===== src/rtl/usbin_pkg.sv =====
package usbin_pkg;

    localparam int BUS_W  = 32;
    localparam int ADDR_W = 2;

    localparam logic [ADDR_W-1:0] ADDR_DATA = 2'd0;
    localparam logic [ADDR_W-1:0] ADDR_CSR  = 2'd1;
    localparam logic [ADDR_W-1:0] ADDR_IEN  = 2'd2;

    // status/control bit positions
    localparam int B_FREE   = 0;
    localparam int B_DONE   = 1;
    localparam int B_FLUSH  = 2;
    localparam int B_UNDER  = 3;
    localparam int B_STSENT = 4;
    localparam int B_FORCE  = 5;
    localparam int B_SHORT  = 7;

    typedef enum logic [1:0] {
        RESP_NONE  = 2'b00,
        RESP_DATA  = 2'b01,
        RESP_NAK   = 2'b10,
        RESP_STALL = 2'b11
    } resp_e;

    typedef enum logic [1:0] {
        ENG_IDLE    = 2'd0,
        ENG_STREAM  = 2'd1,
        ENG_WAITACK = 2'd2
    } eng_state_e;

    typedef struct packed {
        logic short_rdy;
        logic force_stall;
        logic stall_sent;
        logic underrun;
        logic pkt_done;
    } ep_flags_t;

    typedef struct packed {
        logic sent;
        logic underrun;
        logic stall;
    } eng_evt_t;

    function automatic logic [BUS_W-1:0] pack_status(ep_flags_t f, logic free);
        logic [BUS_W-1:0] v;
        v           = '0;
        v[B_FREE]   = free;
        v[B_DONE]   = f.pkt_done;
        v[B_UNDER]  = f.underrun;
        v[B_STSENT] = f.stall_sent;
        v[B_FORCE]  = f.force_stall;
        v[B_SHORT]  = f.short_rdy;
        return v;
    endfunction

endpackage


===== src/rtl/usbin_txbuf.sv =====
module usbin_txbuf #(
    parameter int MAX_PKT = 8,
    parameter int BYTE_W  = 8,
    localparam int IW = (MAX_PKT > 1) ? $clog2(MAX_PKT) : 1,
    localparam int CW = $clog2(MAX_PKT + 1)
) (
    input  logic              clk,
    input  logic              rst,
    input  logic              wr_en,
    input  logic              lock,
    input  logic [BYTE_W-1:0] wr_byte,
    input  logic              clear,
    input  logic [IW-1:0]     rd_idx,
    output logic [BYTE_W-1:0] rd_byte,
    output logic [CW-1:0]     fill,
    output logic              full
);
    logic [BYTE_W-1:0] mem [MAX_PKT];
    logic              accept;

    assign full   = (fill == CW'(MAX_PKT));
    assign accept = wr_en && !full && !lock;

    genvar g;
    generate
        for (g = 0; g < MAX_PKT; g++) begin : g_slot
            always_ff @(posedge clk) begin
                if (accept && !clear && fill == CW'(g))
                    mem[g] <= wr_byte;
            end
        end
    endgenerate

    always_ff @(posedge clk) begin
        if (rst || clear)
            fill <= '0;
        else if (accept)
            fill <= fill + 1'b1;
    end

    assign rd_byte = mem[rd_idx];
endmodule


===== src/rtl/usbin_csr.sv =====
module usbin_csr
    import usbin_pkg::*;
(
    input  logic      clk,
    input  logic      rst,
    input  logic      wr_csr,
    input  logic      wr_ien,
    input  logic [7:0] wdata,
    input  eng_evt_t  evt,
    output logic      flush,
    output ep_flags_t flags,
    output logic      ien_mask,
    output logic      irq
);
    logic finish;

    assign flush  = wr_csr && wdata[B_FLUSH];
    assign finish = evt.sent || evt.underrun;

    always_ff @(posedge clk) begin
        if (rst) begin
            flags    <= '0;
            ien_mask <= 1'b1;
        end else begin
            // completion: hardware set wins over software clear
            if (finish)
                flags.pkt_done <= 1'b1;
            else if (wr_csr && wdata[B_DONE])
                flags.pkt_done <= 1'b0;

            if (evt.underrun)
                flags.underrun <= 1'b1;
            else if (wr_csr && wdata[B_UNDER])
                flags.underrun <= 1'b0;

            if (evt.stall)
                flags.stall_sent <= 1'b1;
            else if (wr_csr && wdata[B_STSENT])
                flags.stall_sent <= 1'b0;

            if (wr_csr)
                flags.force_stall <= wdata[B_FORCE];

            if (finish || flush)
                flags.short_rdy <= 1'b0;
            else if (wr_csr && wdata[B_SHORT])
                flags.short_rdy <= 1'b1;

            if (wr_ien)
                ien_mask <= wdata[0];
        end
    end

    assign irq = (flags.pkt_done || flags.stall_sent) && !ien_mask;
endmodule


===== src/rtl/usbin_engine.sv =====
module usbin_engine
    import usbin_pkg::*;
#(
    parameter int MAX_PKT = 8,
    localparam int IW = (MAX_PKT > 1) ? $clog2(MAX_PKT) : 1,
    localparam int CW = $clog2(MAX_PKT + 1)
) (
    input  logic          clk,
    input  logic          rst,
    input  logic          tok_in,
    input  logic          host_ack,
    input  logic          tx_ready,
    input  logic          flush,
    input  logic [CW-1:0] fill,
    input  logic          full,
    input  logic          short_rdy,
    input  logic          force_stall,
    output logic [IW-1:0] rd_idx,
    output logic          resp_valid,
    output resp_e         resp_kind,
    output logic          tx_valid,
    output logic          tx_done,
    output logic          streaming,
    output logic          waiting,
    output eng_evt_t      evt
);
    eng_state_e    state;
    logic [CW-1:0] len;
    logic [CW-1:0] idx;
    logic          more, have, ready_pkt;

    assign streaming = (state == ENG_STREAM);
    assign waiting   = (state == ENG_WAITACK);
    assign more      = idx < len;
    assign have      = idx < fill;
    assign ready_pkt = full || short_rdy;

    assign tx_valid = streaming && more && have;
    assign tx_done  = streaming && !(more && have);
    assign rd_idx   = idx[IW-1:0];

    always_comb begin
        evt          = '0;
        evt.underrun = streaming && more && !have;
        evt.stall    = tok_in && !streaming && force_stall;
        evt.sent     = waiting && host_ack && !tok_in && !flush;
    end

    always_ff @(posedge clk) begin
        if (rst) begin
            state      <= ENG_IDLE;
            len        <= '0;
            idx        <= '0;
            resp_valid <= 1'b0;
            resp_kind  <= RESP_NONE;
        end else begin
            resp_valid <= 1'b0;
            case (state)
                ENG_IDLE: begin
                    if (tok_in) begin
                        resp_valid <= 1'b1;
                        if (force_stall) begin
                            resp_kind <= RESP_STALL;
                        end else if (ready_pkt) begin
                            resp_kind <= RESP_DATA;
                            len       <= fill;
                            idx       <= '0;
                            state     <= ENG_STREAM;
                        end else begin
                            resp_kind <= RESP_NAK;
                        end
                    end
                end
                ENG_STREAM: begin
                    if (tx_done)
                        state <= evt.underrun ? ENG_IDLE : ENG_WAITACK;
                    else if (tx_valid && tx_ready)
                        idx <= idx + 1'b1;
                end
                ENG_WAITACK: begin
                    if (flush) begin
                        state <= ENG_IDLE;
                    end else if (tok_in) begin
                        resp_valid <= 1'b1;
                        if (force_stall) begin
                            resp_kind <= RESP_STALL;
                        end else begin
                            resp_kind <= RESP_DATA;
                            idx       <= '0;
                            state     <= ENG_STREAM;
                        end
                    end else if (host_ack) begin
                        state <= ENG_IDLE;
                    end
                end
                default: state <= ENG_IDLE;
            endcase
        end
    end
endmodule


===== src/rtl/usb_in_ep_tx.sv =====
module usb_in_ep_tx
    import usbin_pkg::*;
#(
    parameter int MAX_PKT = 8,
    localparam int IW = (MAX_PKT > 1) ? $clog2(MAX_PKT) : 1,
    localparam int CW = $clog2(MAX_PKT + 1)
) (
    input  logic        clk,
    input  logic        rst,
    input  logic        bus_wr,
    input  logic [1:0]  bus_addr,
    input  logic [7:0]  bus_wdata,
    output logic [31:0] bus_rdata,
    input  logic        tok_in,
    input  logic        host_ack,
    output logic        resp_valid,
    output logic [1:0]  resp_kind,
    output logic        tx_valid,
    output logic [7:0]  tx_data,
    input  logic        tx_ready,
    output logic        tx_done,
    output logic        irq
);
    ep_flags_t     flags;
    eng_evt_t      evt;
    resp_e         resp_e_w;
    logic          flush, ien_mask, full, streaming, waiting, buf_clear;
    logic [CW-1:0] fill;
    logic [IW-1:0] rd_idx;

    assign buf_clear = flush || evt.sent || evt.underrun;

    usbin_txbuf #(.MAX_PKT(MAX_PKT), .BYTE_W(8)) u_buf (
        .clk     (clk),
        .rst     (rst),
        .wr_en   (bus_wr && bus_addr == ADDR_DATA),
        .lock    (flags.short_rdy),
        .wr_byte (bus_wdata),
        .clear   (buf_clear),
        .rd_idx  (rd_idx),
        .rd_byte (tx_data),
        .fill    (fill),
        .full    (full)
    );

    usbin_csr u_csr (
        .clk      (clk),
        .rst      (rst),
        .wr_csr   (bus_wr && bus_addr == ADDR_CSR),
        .wr_ien   (bus_wr && bus_addr == ADDR_IEN),
        .wdata    (bus_wdata),
        .evt      (evt),
        .flush    (flush),
        .flags    (flags),
        .ien_mask (ien_mask),
        .irq      (irq)
    );

    usbin_engine #(.MAX_PKT(MAX_PKT)) u_eng (
        .clk         (clk),
        .rst         (rst),
        .tok_in      (tok_in),
        .host_ack    (host_ack),
        .tx_ready    (tx_ready),
        .flush       (flush),
        .fill        (fill),
        .full        (full),
        .short_rdy   (flags.short_rdy),
        .force_stall (flags.force_stall),
        .rd_idx      (rd_idx),
        .resp_valid  (resp_valid),
        .resp_kind   (resp_e_w),
        .tx_valid    (tx_valid),
        .tx_done     (tx_done),
        .streaming   (streaming),
        .waiting     (waiting),
        .evt         (evt)
    );

    assign resp_kind = resp_e_w;

    always_comb begin
        case (bus_addr)
            ADDR_CSR: bus_rdata = pack_status(flags, fill == '0 && !flags.short_rdy);
            ADDR_IEN: bus_rdata = {{(BUS_W-1){1'b0}}, ien_mask};
            default:  bus_rdata = '0;
        endcase
    end
endmodule


===== config.mk =====
export PLATFORM = sky130hd
export DESIGN_NAME = usb_in_ep_tx
export DESIGN_NICKNAME = d
export VERILOG_FILES = /design/src/rtl/usbin_pkg.sv /design/src/rtl/usbin_txbuf.sv /design/src/rtl/usbin_csr.sv /design/src/rtl/usbin_engine.sv /design/src/rtl/usb_in_ep_tx.sv
export SDC_FILE = /design/constraint.sdc
export NUM_CORES = 1
export LEC_CHECK = 0
export ABC_AREA = 1
export ABC_CLOCK_PERIOD_IN_PS = 2660
export BUFFER_PORTS_ARGS = -buffer_cell sky130_fd_sc_hd__clkbuf_2
export CORE_ASPECT_RATIO = 1.25
export CORE_MARGIN = 5
export CORE_UTILIZATION = 40
export CTS_CLUSTER_SIZE = 8
export DETAILED_ROUTE_END_ITERATION = 8
export GPL_TIMING_DRIVEN = 0
export MAX_ROUTING_LAYER = met4
export REMOVE_ABC_BUFFERS = 1
export SYNTH_ARGS = -nofsm -noshare
export SYNTH_HDL_FRONTEND = slang
export SYNTH_SLANG_ARGS = --single-unit

===== constraint.sdc =====
create_clock -name clk -period 2.66 [get_ports clk]
set_input_delay 0.266 -clock clk [delete_from_list [all_inputs] [get_ports clk]]
set_output_delay 0.266 -clock clk [all_outputs]
set_load 0.05 [all_outputs]

==> results.json <==
{
  "yosysUniqueCellTypes": 30,
  "tightest_slew_ns": 0.6090,
  "vias": 3003,
  "cts.sinks": 90,
  "die_h_um": 124.8,
  "drtAntennaViolNets": 0,
  "nets": 511,
  "start_util_pct": 40.31,
  "slowest_delay_ns": 0.51,
  "via_per_inst": 4.867,
  "antenna_found_initial": 0,
  "fill_cells": 980,
  "drt_pass1_iterations": 4,
  "period_minus_slack_ns": 2.495,
  "slew_violations": 0,
  "power_mw": 3.249,
  "postCtsHoldBufs": 0,
  "worstPathArrival_ns": 2.23,
  "hpwlAfterDp_um": 6054,
  "synth_commonest_cells": "nor2_1, edfxtp_1, nand2_1",
  "post_dp_cell_area_mm2": 0.004408,
  "post-route-drc-count": 0,
  "cellPowerDensity_mw_per_mm2": 666.7,
  "clkLatencyLatePin_ns": 0.33,
  "synth-edff-count": 64,
  "synth.area.top_cells": "edfxtp_1, dfxtp_1, nor2_1, o21ai_0, buf_4",
  "synth-seq-area-share_pct": 57.94,
  "skew_ns": 0.005659,
  "fin_crit_sh_pct": 93.80,
  "cts_tree": "done",
  "coreArea_mm2": 0.01046,
  "synthCells": 439,
  "dpl_worst_slack_ns": -0.4112,
  "syn-cell-area_mm2": 0.004215,
  "drv_cap": 0,
  "grt_max_degree": 35,
  "seqCellArea_mm2": 0.002447,
  "slew_headroom_pct": 59.35,
  "clk_path_buf_depth": 2,
  "place.gp.congestion": 0.7977,
  "grt_pass1_wl_um": 14040,
  "routed_wirelength_um": 9172,
  "drive_gt1_share_pct": 17.94,
  "max_freq_mhz": 400.8,
  "gr-total-overflow": 0,
  "crit_chain": "inv_1, o21ai_0, o22ai_1, nor2_1, a31oi_1, clkbuf_2",
  "multi_input_area_mm2": 0.001538,
  "grt_pass1_vias": 2795,
  "die_x_um": 101.8,
  "worst-path-buf-inv": 2,
  "peakVddDrop_mv": 0.2915,
  "htreeDepth": 3,
  "num_antenna_cells": 0,
  "clk_pin_slew_ns": 0.06,
  "grtUsageTotal_pct": 14.92,
  "stdcell_area_mm2": 0.004873,
  "hold_ws_ns": 0.2214,
  "drt_iter0_markers": 169,
  "yosysWarnings": 0,
  "netlist.area_leader.share_pct": 45.59,
  "leakagePower_nw": 1.902,
  "wire_per_inst_um": 14.87,
  "start_kind": "register",
  "instances_no_fill": 617,
  "dieArea_mm2": 0.01270,
  "crit_type": "reg2out",
  "ys_ff_latch": 90,
  "hp-class": "in2reg",
  "setup_tns_ns": 0,
  "io_pins": 62,
  "status": "complete, no violations",
  "synth.largest_area_cell": "edfxtp_1",
  "cp_top_family": "buffers and inverters",
  "cts_buffers": 9,
  "area_growth_pct": 15.61,
  "async_flop_share_pct": 0,
  "port_buffers": 35,
  "clockRootBuffer": "clkbuf_16",
  "core.rowCount": 42,
  "cp_slowest_cell": "inv_1",
  "final_util_pct": 46.60,
  "place_inst": 593,
  "synth.avg_cell_area_um2": 9.602,
  "critPathRequiredTime_ns": 2.39,
  "crit_fanout": 17,
  "hold_viol_final": 0,
  "finalSetupViolCount": 0,
  "endpoint_kind": "output port",
  "ys.flop_type": "edfxtp_1",
  "yosysMostFrequentCell": "nor2_1",
  "timing.final.ws_setup_ns": 0.1650
}
[registers in the layout, indices dropped and copies added, names as in the netlist, named ones only]
name,cells
u_buf.mem,64
u_csr.flags,5
u_buf.fill,4
u_eng.idx,4
u_eng.len,4
u_eng.resp_kind,2
u_eng.state,2
u_csr.ien_mask,1
u_eng.resp_valid,1
[what timing repair did]
item,CTS,global route
buffers inserted,0,8
endpoints found under the setup margin,72,64
cloned,1,0
resized for setup,13,9
pin swaps,0,6
[cell type report]
class	count	area share, %
Sequential cell	90	50.22
Multi-Input combinational cell	295	31.55
Timing Repair Buffer	43	5.854
Clock buffer	9	4.621
Tap cell	132	3.389
Inverter	41	3.286
Clock inverter	6	0.9243
Timing Repair inverter	1	0.1540
[worst reg2reg max path, stage by stage, from the launching register on]
cell and delay, ns:
dfxtp_1 0.50, inv_1 0.11, ha_1 0.27, nand3_1 0.10, nand2_1 0.11, inv_2 0.11
nand3_1 0.14, inv_2 0.15, nand4_4 0.31, nor2_4 0.36
[routing by layer]
layer  track usage, %  up-vias  share of wire (%)
li1                 -     1513                  -
met1            18.45     1412                 43
met2            24.11       72                 51
met3            3.978        6                4.6
met4            4.015        0               0.72
met5                -        -                  0
[cell families (layout without fill, tap and decap cells)]
kind of cell,Yosys count,after routing,share of synthesized area (%)
AOI/OAI and AO/OA,82,82,10.89
adders and majority gates,14,14,4.156
DFF,90,90,57.94
and+or+nand+nor,170,170,16.86
buffers and inverters,79,100,9.439
other,1,26,0.08896
xor gates and xnor gates,3,3,0.6234
[worst paths after layout]
kind | from | end | slack (ns) | cells after the start
worst max register to register | u_buf.fill[0] | u_buf.mem[5][0] | 0.16 | 9
worst min-delay path | rst | u_csr.flags[2] | 0.22 | 2
worst max-delay path | register | tx_data[1] | 0.16 | 6
worst min register to register | u_eng.len[0] | u_eng.len[0] | 0.45 | 2
[cells in the final DEF (no fill, tap or decap), types with 2 or more instances in the layout]
cell type   count
clkbuf_16       9
clkbuf_2       35
nand4_1         4
nor2_4          9
edfxtp_1       64
clkinv_4        2
dfxtp_1        24
inv_2           4
a31oi_1        10
nand2_2         5
o21ai_0        43
o22ai_1         8
ha_1           14
a21oi_1        15
nand2_1        51
conb_1         26
xor2_1          3
buf_12          4
inv_1          35
buf_4           4
a21o_1          2
clkinvlp_4      5
nor2_1         83
nand3_1        14
[where the power goes]
group	internal [mW]	switching (mW)
Sequential	1.53	0.0378
Clock	0.628	0.510
Combinational	0.131	0.413
Total	2.29	0.962
(Power assumes the default switching activity.)
